$ cat src/rtl/tx_abort_pkg.sv
package tx_abort_pkg;

    // Reflected form of the 802.3 CRC-32 generator and its preset value
    localparam logic [31:0] CRC_POLY_REFL = 32'hEDB88320;
    localparam logic [31:0] CRC_PRESET    = 32'hFFFFFFFF;

    typedef enum logic [1:0] {
        ST_IDLE,   // waiting for a frame start
        ST_BODY,   // forwarding data bytes
        ST_FCS,    // emitting check bytes (true or poisoned)
        ST_CLOSE   // first quiet cycle after FCS, completion pulse
    } tx_state_e;

endpackage

$ cat src/rtl/tx_crc32_byte.sv
module tx_crc32_byte
    import tx_abort_pkg::*;
#(
    parameter int DATA_W = 8
) (
    input  logic [31:0]       crc_in,
    input  logic [DATA_W-1:0] data_in,
    output logic [31:0]       crc_out
);

    // One shift stage per data bit, bit 0 of the beat first
    logic [DATA_W:0][31:0] stage;

    assign stage[0] = crc_in;

    generate
        for (genvar b = 0; b < DATA_W; b++) begin : g_bit
            logic feedback;
            assign feedback     = stage[b][0] ^ data_in[b];
            assign stage[b + 1] = (stage[b] >> 1) ^ (feedback ? CRC_POLY_REFL : 32'h0);
        end
    endgenerate

    assign crc_out = stage[DATA_W];

endmodule

$ cat src/rtl/tx_bit_tally.sv
module tx_bit_tally #(
    parameter int MIN_BITS  = 512,
    parameter int STEP_BITS = 8
) (
    input  logic clk,
    input  logic rst_n,
    input  logic load,     // first beat of a frame: tally restarts at one beat
    input  logic step,     // one more beat has gone out
    output logic reached   // tally has hit the threshold
);

    localparam int CNT_W = $clog2(MIN_BITS + 1);

    logic [CNT_W-1:0] cnt_d, cnt_q;
    logic [CNT_W:0]   sum;

    always_comb begin
        sum   = {1'b0, cnt_q} + (CNT_W + 1)'(STEP_BITS);
        cnt_d = cnt_q;
        if (load) begin
            cnt_d = CNT_W'(STEP_BITS);
        end else if (step) begin
            cnt_d = (sum >= (CNT_W + 1)'(MIN_BITS)) ? CNT_W'(MIN_BITS) : sum[CNT_W-1:0];
        end
    end

    always_ff @(posedge clk) begin
        if (!rst_n) begin
            cnt_q <= '0;
        end else begin
            cnt_q <= cnt_d;
        end
    end

    assign reached = (cnt_q >= CNT_W'(MIN_BITS));

    // saturation never lets the tally pass the threshold
    a_r7_tally_bounded: assert property (@(posedge clk) disable iff (!rst_n)
        cnt_q <= CNT_W'(MIN_BITS));

    // once reached, further beats keep the threshold reached
    a_r7_tally_sticky: assert property (@(posedge clk) disable iff (!rst_n)
        (reached && step && !load) |=> reached);

endmodule

$ cat src/rtl/tx_abort_fcs.sv
module tx_abort_fcs
    import tx_abort_pkg::*;
#(
    parameter int DATA_W   = 8,
    parameter int MIN_BITS = 512
) (
    input  logic              clk,
    input  logic              rst_n,
    input  logic              s_valid,
    input  logic [DATA_W-1:0] s_data,
    input  logic              s_sof,
    input  logic              s_last,
    input  logic              abort_req,
    output logic              m_valid,
    output logic [DATA_W-1:0] m_data,
    output logic              m_done
);

    localparam int FCS_BEATS = 32 / DATA_W;
    localparam int IDX_W     = (FCS_BEATS > 1) ? $clog2(FCS_BEATS) : 1;
    localparam logic [IDX_W-1:0] LAST_IDX = IDX_W'(FCS_BEATS - 1);

    typedef struct packed {
        tx_state_e         st;
        logic [31:0]       crc;
        logic [IDX_W-1:0]  idx;
        logic              inv;
        logic              vld;
        logic [DATA_W-1:0] dat;
        logic              done;
    } regs_t;

    localparam regs_t REGS_RESET = '{
        st:   ST_IDLE,
        crc:  CRC_PRESET,
        idx:  '0,
        inv:  1'b0,
        vld:  1'b0,
        dat:  '0,
        done: 1'b0
    };

    regs_t r_d, r_q;

    logic [31:0] crc_seed, crc_next, fcs_word, fcs_shift;
    logic        tally_load, tally_step, tally_reached;

    // A new frame starts from the preset; otherwise continue the running value
    assign crc_seed = (r_q.st == ST_IDLE) ? CRC_PRESET : r_q.crc;

    tx_crc32_byte #(
        .DATA_W (DATA_W)
    ) i_crc (
        .crc_in  (crc_seed),
        .data_in (s_data),
        .crc_out (crc_next)
    );

    tx_bit_tally #(
        .MIN_BITS  (MIN_BITS),
        .STEP_BITS (DATA_W)
    ) i_tally (
        .clk     (clk),
        .rst_n   (rst_n),
        .load    (tally_load),
        .step    (tally_step),
        .reached (tally_reached)
    );

    // True FCS is the complement of the register; the poisoned one is the register itself
    assign fcs_word  = r_q.inv ? r_q.crc : ~r_q.crc;
    assign fcs_shift = fcs_word >> (32'(r_q.idx) * DATA_W);

    always_comb begin
        r_d        = r_q;
        r_d.vld    = 1'b0;
        r_d.done   = 1'b0;
        tally_load = 1'b0;
        tally_step = 1'b0;

        unique case (r_q.st)
            ST_IDLE: begin
                if (s_valid && s_sof) begin
                    r_d.vld    = 1'b1;
                    r_d.dat    = s_data;
                    r_d.crc    = crc_next;
                    r_d.inv    = 1'b0;
                    r_d.idx    = '0;
                    tally_load = 1'b1;
                    r_d.st     = s_last ? ST_FCS : ST_BODY;
                end
            end

            ST_BODY: begin
                if (abort_req) begin
                    if (tally_reached) begin
                        // Poisoned FCS starts on the next beat boundary
                        r_d.vld = 1'b1;
                        r_d.dat = r_q.crc[DATA_W-1:0];
                        r_d.inv = 1'b1;
                        r_d.idx = IDX_W'(1);
                        r_d.st  = ST_FCS;
                    end else begin
                        // Runt: the line falls quiet at once
                        r_d.done = 1'b1;
                        r_d.st   = ST_IDLE;
                    end
                end else if (s_valid) begin
                    r_d.vld    = 1'b1;
                    r_d.dat    = s_data;
                    r_d.crc    = crc_next;
                    tally_step = 1'b1;
                    if (s_last) begin
                        r_d.inv = 1'b0;
                        r_d.idx = '0;
                        r_d.st  = ST_FCS;
                    end
                end
            end

            ST_FCS: begin
                r_d.vld = 1'b1;
                r_d.dat = fcs_shift[DATA_W-1:0];
                if (r_q.idx == LAST_IDX) begin
                    r_d.st = ST_CLOSE;
                end else begin
                    r_d.idx = r_q.idx + IDX_W'(1);
                end
            end

            ST_CLOSE: begin
                r_d.done = 1'b1;
                r_d.st   = ST_IDLE;
            end

            default: r_d = REGS_RESET;
        endcase
    end

    always_ff @(posedge clk) begin
        if (!rst_n) begin
            r_q <= REGS_RESET;
        end else begin
            r_q <= r_d;
        end
    end

    assign m_valid = r_q.vld;
    assign m_data  = r_q.dat;
    assign m_done  = r_q.done;

    // a short-frame abort silences the line and closes the frame next cycle
    a_r5_runt_cut: assert property (@(posedge clk) disable iff (!rst_n)
        (r_q.st == ST_BODY && abort_req && !tally_reached) |=> (!m_valid && m_done));

    // a long-frame abort keeps the line busy with poisoned check bytes
    a_r6_poison_starts: assert property (@(posedge clk) disable iff (!rst_n)
        (r_q.st == ST_BODY && abort_req && tally_reached) |=> (m_valid && !m_done));

    // check bytes leave back to back
    a_r4_fcs_contiguous: assert property (@(posedge clk) disable iff (!rst_n)
        (r_q.st == ST_FCS) |=> m_valid);

    // completion pulse only on a quiet line
    a_r8_done_quiet: assert property (@(posedge clk) disable iff (!rst_n)
        m_done |-> !m_valid);

    // completion pulse lasts one cycle
    a_r8_done_single: assert property (@(posedge clk) disable iff (!rst_n)
        m_done |=> !m_done);

    // idle without a frame start produces nothing
    a_r9_idle_silent: assert property (@(posedge clk) disable iff (!rst_n)
        (r_q.st == ST_IDLE && !(s_valid && s_sof)) |=> !m_valid);

endmodule

$ cat config.mk
export PLATFORM = sky130hd
export DESIGN_NAME = tx_abort_fcs
export DESIGN_NICKNAME = d
export VERILOG_FILES = /design/src/rtl/tx_abort_pkg.sv /design/src/rtl/tx_crc32_byte.sv /design/src/rtl/tx_bit_tally.sv /design/src/rtl/tx_abort_fcs.sv
export SDC_FILE = /design/constraint.sdc
export NUM_CORES = 1
export LEC_CHECK = 0
export ABC_CLOCK_PERIOD_IN_PS = 2800
export BUFFER_PORTS_ARGS = -buffer_cell sky130_fd_sc_hd__buf_2
export CAP_MARGIN = 10
export CORE_MARGIN = 4
export CORE_UTILIZATION = 42
export CTS_CLUSTER_SIZE = 12
export DETAILED_ROUTE_END_ITERATION = 10
export MAX_ROUTING_LAYER = met4
export PLACE_DENSITY = 0.64
export SLEW_MARGIN = 20
export SYNTH_ARGS = -nofsm -noshare
export SYNTH_HDL_FRONTEND = slang
export SYNTH_HIERARCHICAL = 1
export SYNTH_SLANG_ARGS = --single-unit
export TNS_END_PERCENT = 50
$ cat constraint.sdc
create_clock -name clk -period 2.8 [get_ports clk]
set_clock_uncertainty 0.2 [all_clocks]
set_input_delay 0.42 -clock clk [delete_from_list [all_inputs] [get_ports clk]]
set_output_delay 0.42 -clock clk [all_outputs]
set_load 0.01 [all_outputs]
==> results.yml, run 1 <==
run_status:
  status: "completed"
power:
  p_clk_frac: 0.104
  ir_drop_mv: 0.338
  p_sw_frac: 0.402
  intPower_mw: 2.81
  seqPwrFrac: 0.244
  power_frac_comb: 0.653
  power.density_mw_per_mm2: 1030
  p_switching_mw: 1.89
  p_leak_nw: 1.94
global_route:
  grt_first_pass_wirelength_um: 15300
  grt_overflow: 0
  track_usage: 0.174
  grt_max_degree: 33
  antenna_found_initial: 0
  grt_pass1_vias: 2844
final_layout:
  fin_cells: 589
  nNetsFinal: 481
  area_growth_pct: 10.9
  layout_common_cells: "nand2_1, dfxtp_1, nand3_1, mux2i_1, or2_2"
  final_common_cell: "nand2_1"
  nFillCells: 910
  diodes: 0
  layout-drive-gt1-share: 0.287
worst_hold_path:
  hp-class: "register to register"
  hold_depth: 1
  min_to: "m_data[4]"
  hp-start: "m_data[4]"
drt:
  via_per_inst: 5.11
  routed-wl-met2_um: 4460
  drt.antenna.violating_nets: 0
  wirelength_met1_um: 4590
  routed_wl_um: 9450
  top_layer: "met4"
  drc: 0
  met3_wirelength_um: 315
  vias: 3007
  routedWlPerCell_um: 16.0
  dr.pass1.iters: 4
  drt_iter0_drc: 153
critical_path:
  reg2reg_to: "r_q[34]"
  crit_required_ns: 2.79
  worstSetupPathDepth: 9
  crit_arrival_ns: 2.64
  crit_path_start: "r_q[45]"
  path_cells: "inv_1 -> ha_2 -> buf_4 -> or2_2 -> xnor2_4 -> xor3_2 -> xnor3_1 -> nand2_1 -> nand3_1"
  slowest_delay_ns: 0.55
  r2r-start: "r_q[45]"
  cp_top_family: "XOR/XNOR gates"
  path_max_fanout: 10
  worst-path-buf-inv: 2
  cpMaxStageDelayCell: "xor3_2"
  r2r_slack_ns: 0.15
  rr_worst_depth: 9
  worstSetupPathType: "register to register"
  crit_path_start_kind: "register"
  crit_path_end_kind: "register"
placed_design:
  dp.cells: 578
  port_buffers: 23
  place_ws_ns: 0.0735
  detailedPlacementHpwl_um: 6960
  place_congestion: 0.902
sta:
  setup_slack_ns: 0.149
  worst_pin_slew_ns: 0.787
  post-route-period-util: 0.947
  fin_setup_tns_ns: 0
  max_freq_mhz: 377
  maxSlewViolCount: 0
  slew_headroom: 0.468
  rsz0062_at_grt: "no"
  setup_violations: 0
  finalHoldViolCount: 0
  fin_crit_ns: 2.65
synthesis:
  yosys.area.top_type_share: 0.263
  ys_seq_area_frac: 0.263
  synth-main-ff-cell: "dfxtp_1"
  synth_nets: 455
  ys_warn_count: 6
  ys_seq_elements: 54
  synthCells: 433
  synth.distinct_cells: 56
  synthArstFlopShare: 0
  syn-cell-area_mm2: 0.00411
  yosysTopAreaCell: "dfxtp_1"
  synth_enable_flop_cells: 0
  synth.area.top_cells: "dfxtp_1, mux2i_1, xnor2_1"
  avgSynthCellArea_um2: 9.50
clocking:
  cts_hold_buffers: 0
  cts_tree: "done"
  clock_latency_ns: 0.31
  h-tree-depth: 2
  cts_buffer_depth: 2
  cts-root-buf: "clkbuf_8"
  path_clk_slew_ns: 0.11
  cts_buffers: 5
  cts.sinks: 54
floorplan:
  row_count: 35
  ioPinCount: 24
  core-area_mm2: 0.00937
  die_y_um: 107
  start_util: 0.439
  dieArea_mm2: 0.0114
  die-width_um: 107
run:
  drv_cap: 0
[Yosys cell counts, types with 3 or more instances]
cell / n
nor2_1: 9
nand2b_1: 3
ha_1: 8
a2111oi_2: 8
xnor2_1: 32
and2_1: 9
nand4_1: 5
xnor2_4: 6
mux2i_1: 35
o2bb2ai_1: 8
o21ai_0: 4
inv_1: 12
buf_4: 10
clkbuf_1: 13
xor3_4: 4
buf_6: 5
dfxtp_1: 54
buf_2: 5
nand3_1: 37
or2_2: 32
xnor3_1: 8
nand2_1: 73
xor2_1: 12
[per-layer routing]
layer,vias up,GRT usage
met5,-,-
met4,0,0.0393
met3,6,0.0259
met2,46,0.276
met1,1446,0.237
li1,1509,-
[how the worst max path moves through the flow]
| stage | end |
|---|---|
| final | r_q[34] |
| after global routing | r_q[34] |
| after CTS | r_q[39] |
| after detailed placement | r_q[39] |
| after global placement | r_q[39] |
| after floorplan | r_q[30] |
[worst reg2reg max path: cells and delay by family (launching register included)]
family | cells | cell delay (ns)
adders and majority gates | 1 | 0.22
DFF | 1 | 0.34
buffers and inverters | 2 | 0.24
xor gates and xnor gates | 3 | 1.07
and+or+nand+nor | 3 | 0.47
[timing repair]
action,4_1_cts,5_1_grt
endpoints found under the setup margin,0,11
gates resized for setup,0,5
setup buffers,0,3
[final cells by class]
type,instances,area [um^2],share of cell area
sequential,54,1080,0.237
clock inverter,2,16.3,0.00357
clock buffer,6,82.6,0.0181
inverter,12,45.0,0.00987
timing repair buffer,54,348,0.0762
multi-input combinational,332,2830,0.620
tap,129,161,0.0354
[registers in the layout, summed over array words and instances, names as in the netlist]
signal / cells
i_tally/cnt_q: 7
m_done: 1
m_data: 8
r_q: 37
m_valid: 1
[power groups by stage]
stage / clock [mW] / combinational, mW / sequential, mW
after floorplan: 0 / 2.38 / 1.12
after global placement: 0 / 2.99 / 1.16
after detailed placement: 0 / 3.02 / 1.16
after CTS: 0.505 / 3.04 / 1.14
after global routing: 0.530 / 3.32 / 1.17
final: 0.487 / 3.07 / 1.15
[kinds of logic after synthesis]
logic type,Yosys count,share of synthesized area
and+or+nand+nor,180,0.220
xor gates and xnor gates,70,0.246
DFF,54,0.263
buffers and inverters,47,0.0630
AOI/OAI and AO/OA,38,0.0967
muxes,36,0.0879
adders and majority gates,8,0.0243
[per-stage QoR]
stage	hold WS (ns)	cell area [um^2]	total power, mW	utilization
5_1_grt	0.296	4560	5.03	0.487
2_1_floorplan	0.234	4130	3.50	-
6_report	0.273	4560	4.70	0.487
3_5_place_dp	0.246	4400	4.18	0.470
4_1_cts	0.274	4500	4.69	0.481
3_3_place_gp	0.240	4400	4.15	0.470
Power figures use the tool's default switching activity.
==> run 2, diff against run 1 <==
--- a/config.mk
+++ b/config.mk
@@ -5,6 +5,7 @@
 export SDC_FILE = /design/constraint.sdc
 export NUM_CORES = 1
 export LEC_CHECK = 0
+export ABC_AREA = 1
 export ABC_CLOCK_PERIOD_IN_PS = 2800
 export BUFFER_PORTS_ARGS = -buffer_cell sky130_fd_sc_hd__buf_2
 export CAP_MARGIN = 10
==> results.yml, run 2 <==
power:
  power.density_mw_per_mm2: 1140
  p_switching_mw: 2.84
  p_leak_nw: 2.40
  power_frac_comb: 0.647
  p_sw_frac: 0.526
  p_clk_frac: 0.104
  ir_drop_mv: 0.817
  p_total_mw: 5.41
  intPower_mw: 2.56
  seqPwrFrac: 0.249
sta:
  maxSlewViolCount: 0
  worst_pin_slew_ns: 0.697
  rsz0062_at_grt: "no"
  setup_violations: 0
  max_freq_mhz: 389
  fin_crit_ns: 2.57
  setup_slack_ns: 0.228
  slew_headroom: 0.535
  finalHoldViolCount: 0
  post-route-period-util: 0.918
  fin_setup_tns_ns: 0
drt:
  drc: 0
  routed_wl_um: 12400
  via_per_inst: 5.08
  drt_iter0_drc: 316
  dr.pass1.iters: 5
  routedWlPerCell_um: 14.8
  vias: 4261
  drt.antenna.violating_nets: 0
placed_design:
  place_ws_ns: 0.0425
  place_congestion: 0.921
  dp.cells: 827
  detailedPlacementHpwl_um: 9360
  post_dp_cell_area_mm2: 0.00460
  port_buffers: 23
floorplan:
  ioPinCount: 24
  dieArea_mm2: 0.0123
  core-area_mm2: 0.0103
  die-width_um: 111
  start_util: 0.432
  die_y_um: 111
  row_count: 37
final_layout:
  area_growth_pct: 6.22
  fin_area_mm2: 0.00474
  diodes: 0
  top_register: "r_q"
  layout_common_cells: "nand2_1, nand3_1, inv_1, dfxtp_1, xor2_1"
  largest_register_ffs: 37
  final_common_cell: "nand2_1"
  nFillCells: 1065
  layout-drive-gt1-share: 0.178
  nNetsFinal: 723
  fin_cells: 838
global_route:
  grt_max_degree: 41
  antenna_found_initial: 0
  grt_pass1_vias: 3967
  grt_first_pass_wirelength_um: 20000
  track_usage: 0.204
  grt_overflow: 0
clocking:
  cts.sinks: 54
  cts-root-buf: "clkbuf_8"
  cts_buffer_depth: 2
  cts_tree: "done"
  cts_buffers: 5
  cts_hold_buffers: 0
  path_clk_slew_ns: 0.12
  h-tree-depth: 2
  clock_latency_ns: 0.33
synthesis:
  avgSynthCellArea_um2: 6.40
  synth_enable_flop_cells: 0
  ys_seq_area_frac: 0.242
  post-synth-top-count-cell: "nand2_1"
  synthArstFlopShare: 0
  synth_common_cells: "nand2_1, nand3_1, inv_1"
  synth_nets: 719
  synth-main-ff-cell: "dfxtp_1"
  yosysTopAreaCell: "dfxtp_1"
  syn-cell-area_mm2: 0.00446
  synth.distinct_cells: 35
  synthCells: 697
  ys_warn_count: 6
  yosys.area.top_type_share: 0.242
  ys_seq_elements: 54
  synth.area.top_cells: "dfxtp_1, nand2_1, nand3_1"
critical_path:
  path_cells: "inv_1 -> ha_2 -> clkinvlp_4 -> nand2_1 -> inv_1 -> nand2_1 -> nand2_1 -> nand2_2 -> nand2_8 -> inv_4 -> nand2_2 -> nand2_4 -> inv_1 -> nand2_1 -> nand2_1 -> nand3_1 -> nand3_1"
  crit_arrival_ns: 2.57
  crit_required_ns: 2.80
  cpMostUsedCell: "nand2_1"
  slowest_delay_ns: 0.37
  worstSetupPathType: "register to register"
  crit_path_end_kind: "register"
  cpMaxStageDelayCell: "dfxtp_1"
  crit_path_start_kind: "register"
  path_max_fanout: 6
run_status:
  status: "completed"
worst_hold_path:
  hp-class: "primary input to register"
run:
  drv_cap: 0
[run 2: logic make-up (layout without fill, tap and decap cells)]
kind of cell               count (synthesis)  after routing  share of synthesized area
AOI/OAI and AO/OA                         41             41                     0.0530
xor gates and xnor gates                  49             49                      0.107
adders and majority gates                  8              8                     0.0224
buffers and inverters                    111            116                      0.108
DFF                                       54             54                      0.242
and+or+nand+nor                          434            434                      0.467
[run 2: cell type report]
cell class	count	area [um^2]	area share
Clock inverter	3	47.5	0.0100
Inverter	77	300	0.0633
Timing Repair inverter	1	5.00	0.00106
Sequential cell	54	1080	0.228
Tap cell	136	170	0.0359
Timing Repair Buffer	30	168	0.0354
Clock buffer	5	68.8	0.0145
Multi-Input combinational cell	532	2900	0.612
[run 2: worst max-delay path: cells and delay by family (launching register included)]
| family | cells | cell delay (ns) |
|---|---|---|
| AND/OR/NAND/NOR | 11 | 1.11 |
| flip-flops | 1 | 0.37 |
| adder cells (fa/ha/maj) | 1 | 0.24 |
| buffers and inverters | 5 | 0.52 |
[run 2: power groups by stage]
stage          Sequential, mW  Combinational, mW  Clock [mW]
2_1_floorplan            1.24               2.81           0
3_3_place_gp             1.35               3.38           0
3_5_place_dp             1.35               3.41           0
4_1_cts                  1.34               3.42       0.566
5_1_grt                  1.38               3.93       0.597
6_report                 1.35               3.50       0.560
[run 2: layer usage]
metal / GRT usage / part of all wire / vias to the layer above
met5: - / 0 / -
met4: 0.0503 / 0.019 / 0
met3: 0.0273 / 0.060 / 22
met2: 0.337 / 0.48 / 144
met1: 0.266 / 0.45 / 1925
li1: - / - / 2170
[run 2: stage by stage]
stage,utilization,hold slack (ns)
global route,0.459,0.255
detailed placement,0.445,0.266
floorplan,-,0.246
global placement,0.445,0.254
CTS,0.457,0.223
finish,0.459,0.222
[run 2: worst paths after layout]
check | from | end | slack [ns] | cells after the start
max | r_q[45] | r_q[33] | 0.23 | 17
min | s_last | r_q[46] | 0.22 | 3
max reg2reg | r_q[45] | r_q[33] | 0.23 | 17
min reg2reg | m_data[7] | m_data[7] | 0.28 | 2
[run 2: what timing repair did]
action | CTS | global route
buffers inserted | 0 | 2
endpoints found under the hold margin | 0 | 0
endpoints found under the setup margin | 0 | 20
resized for setup | 0 | 2
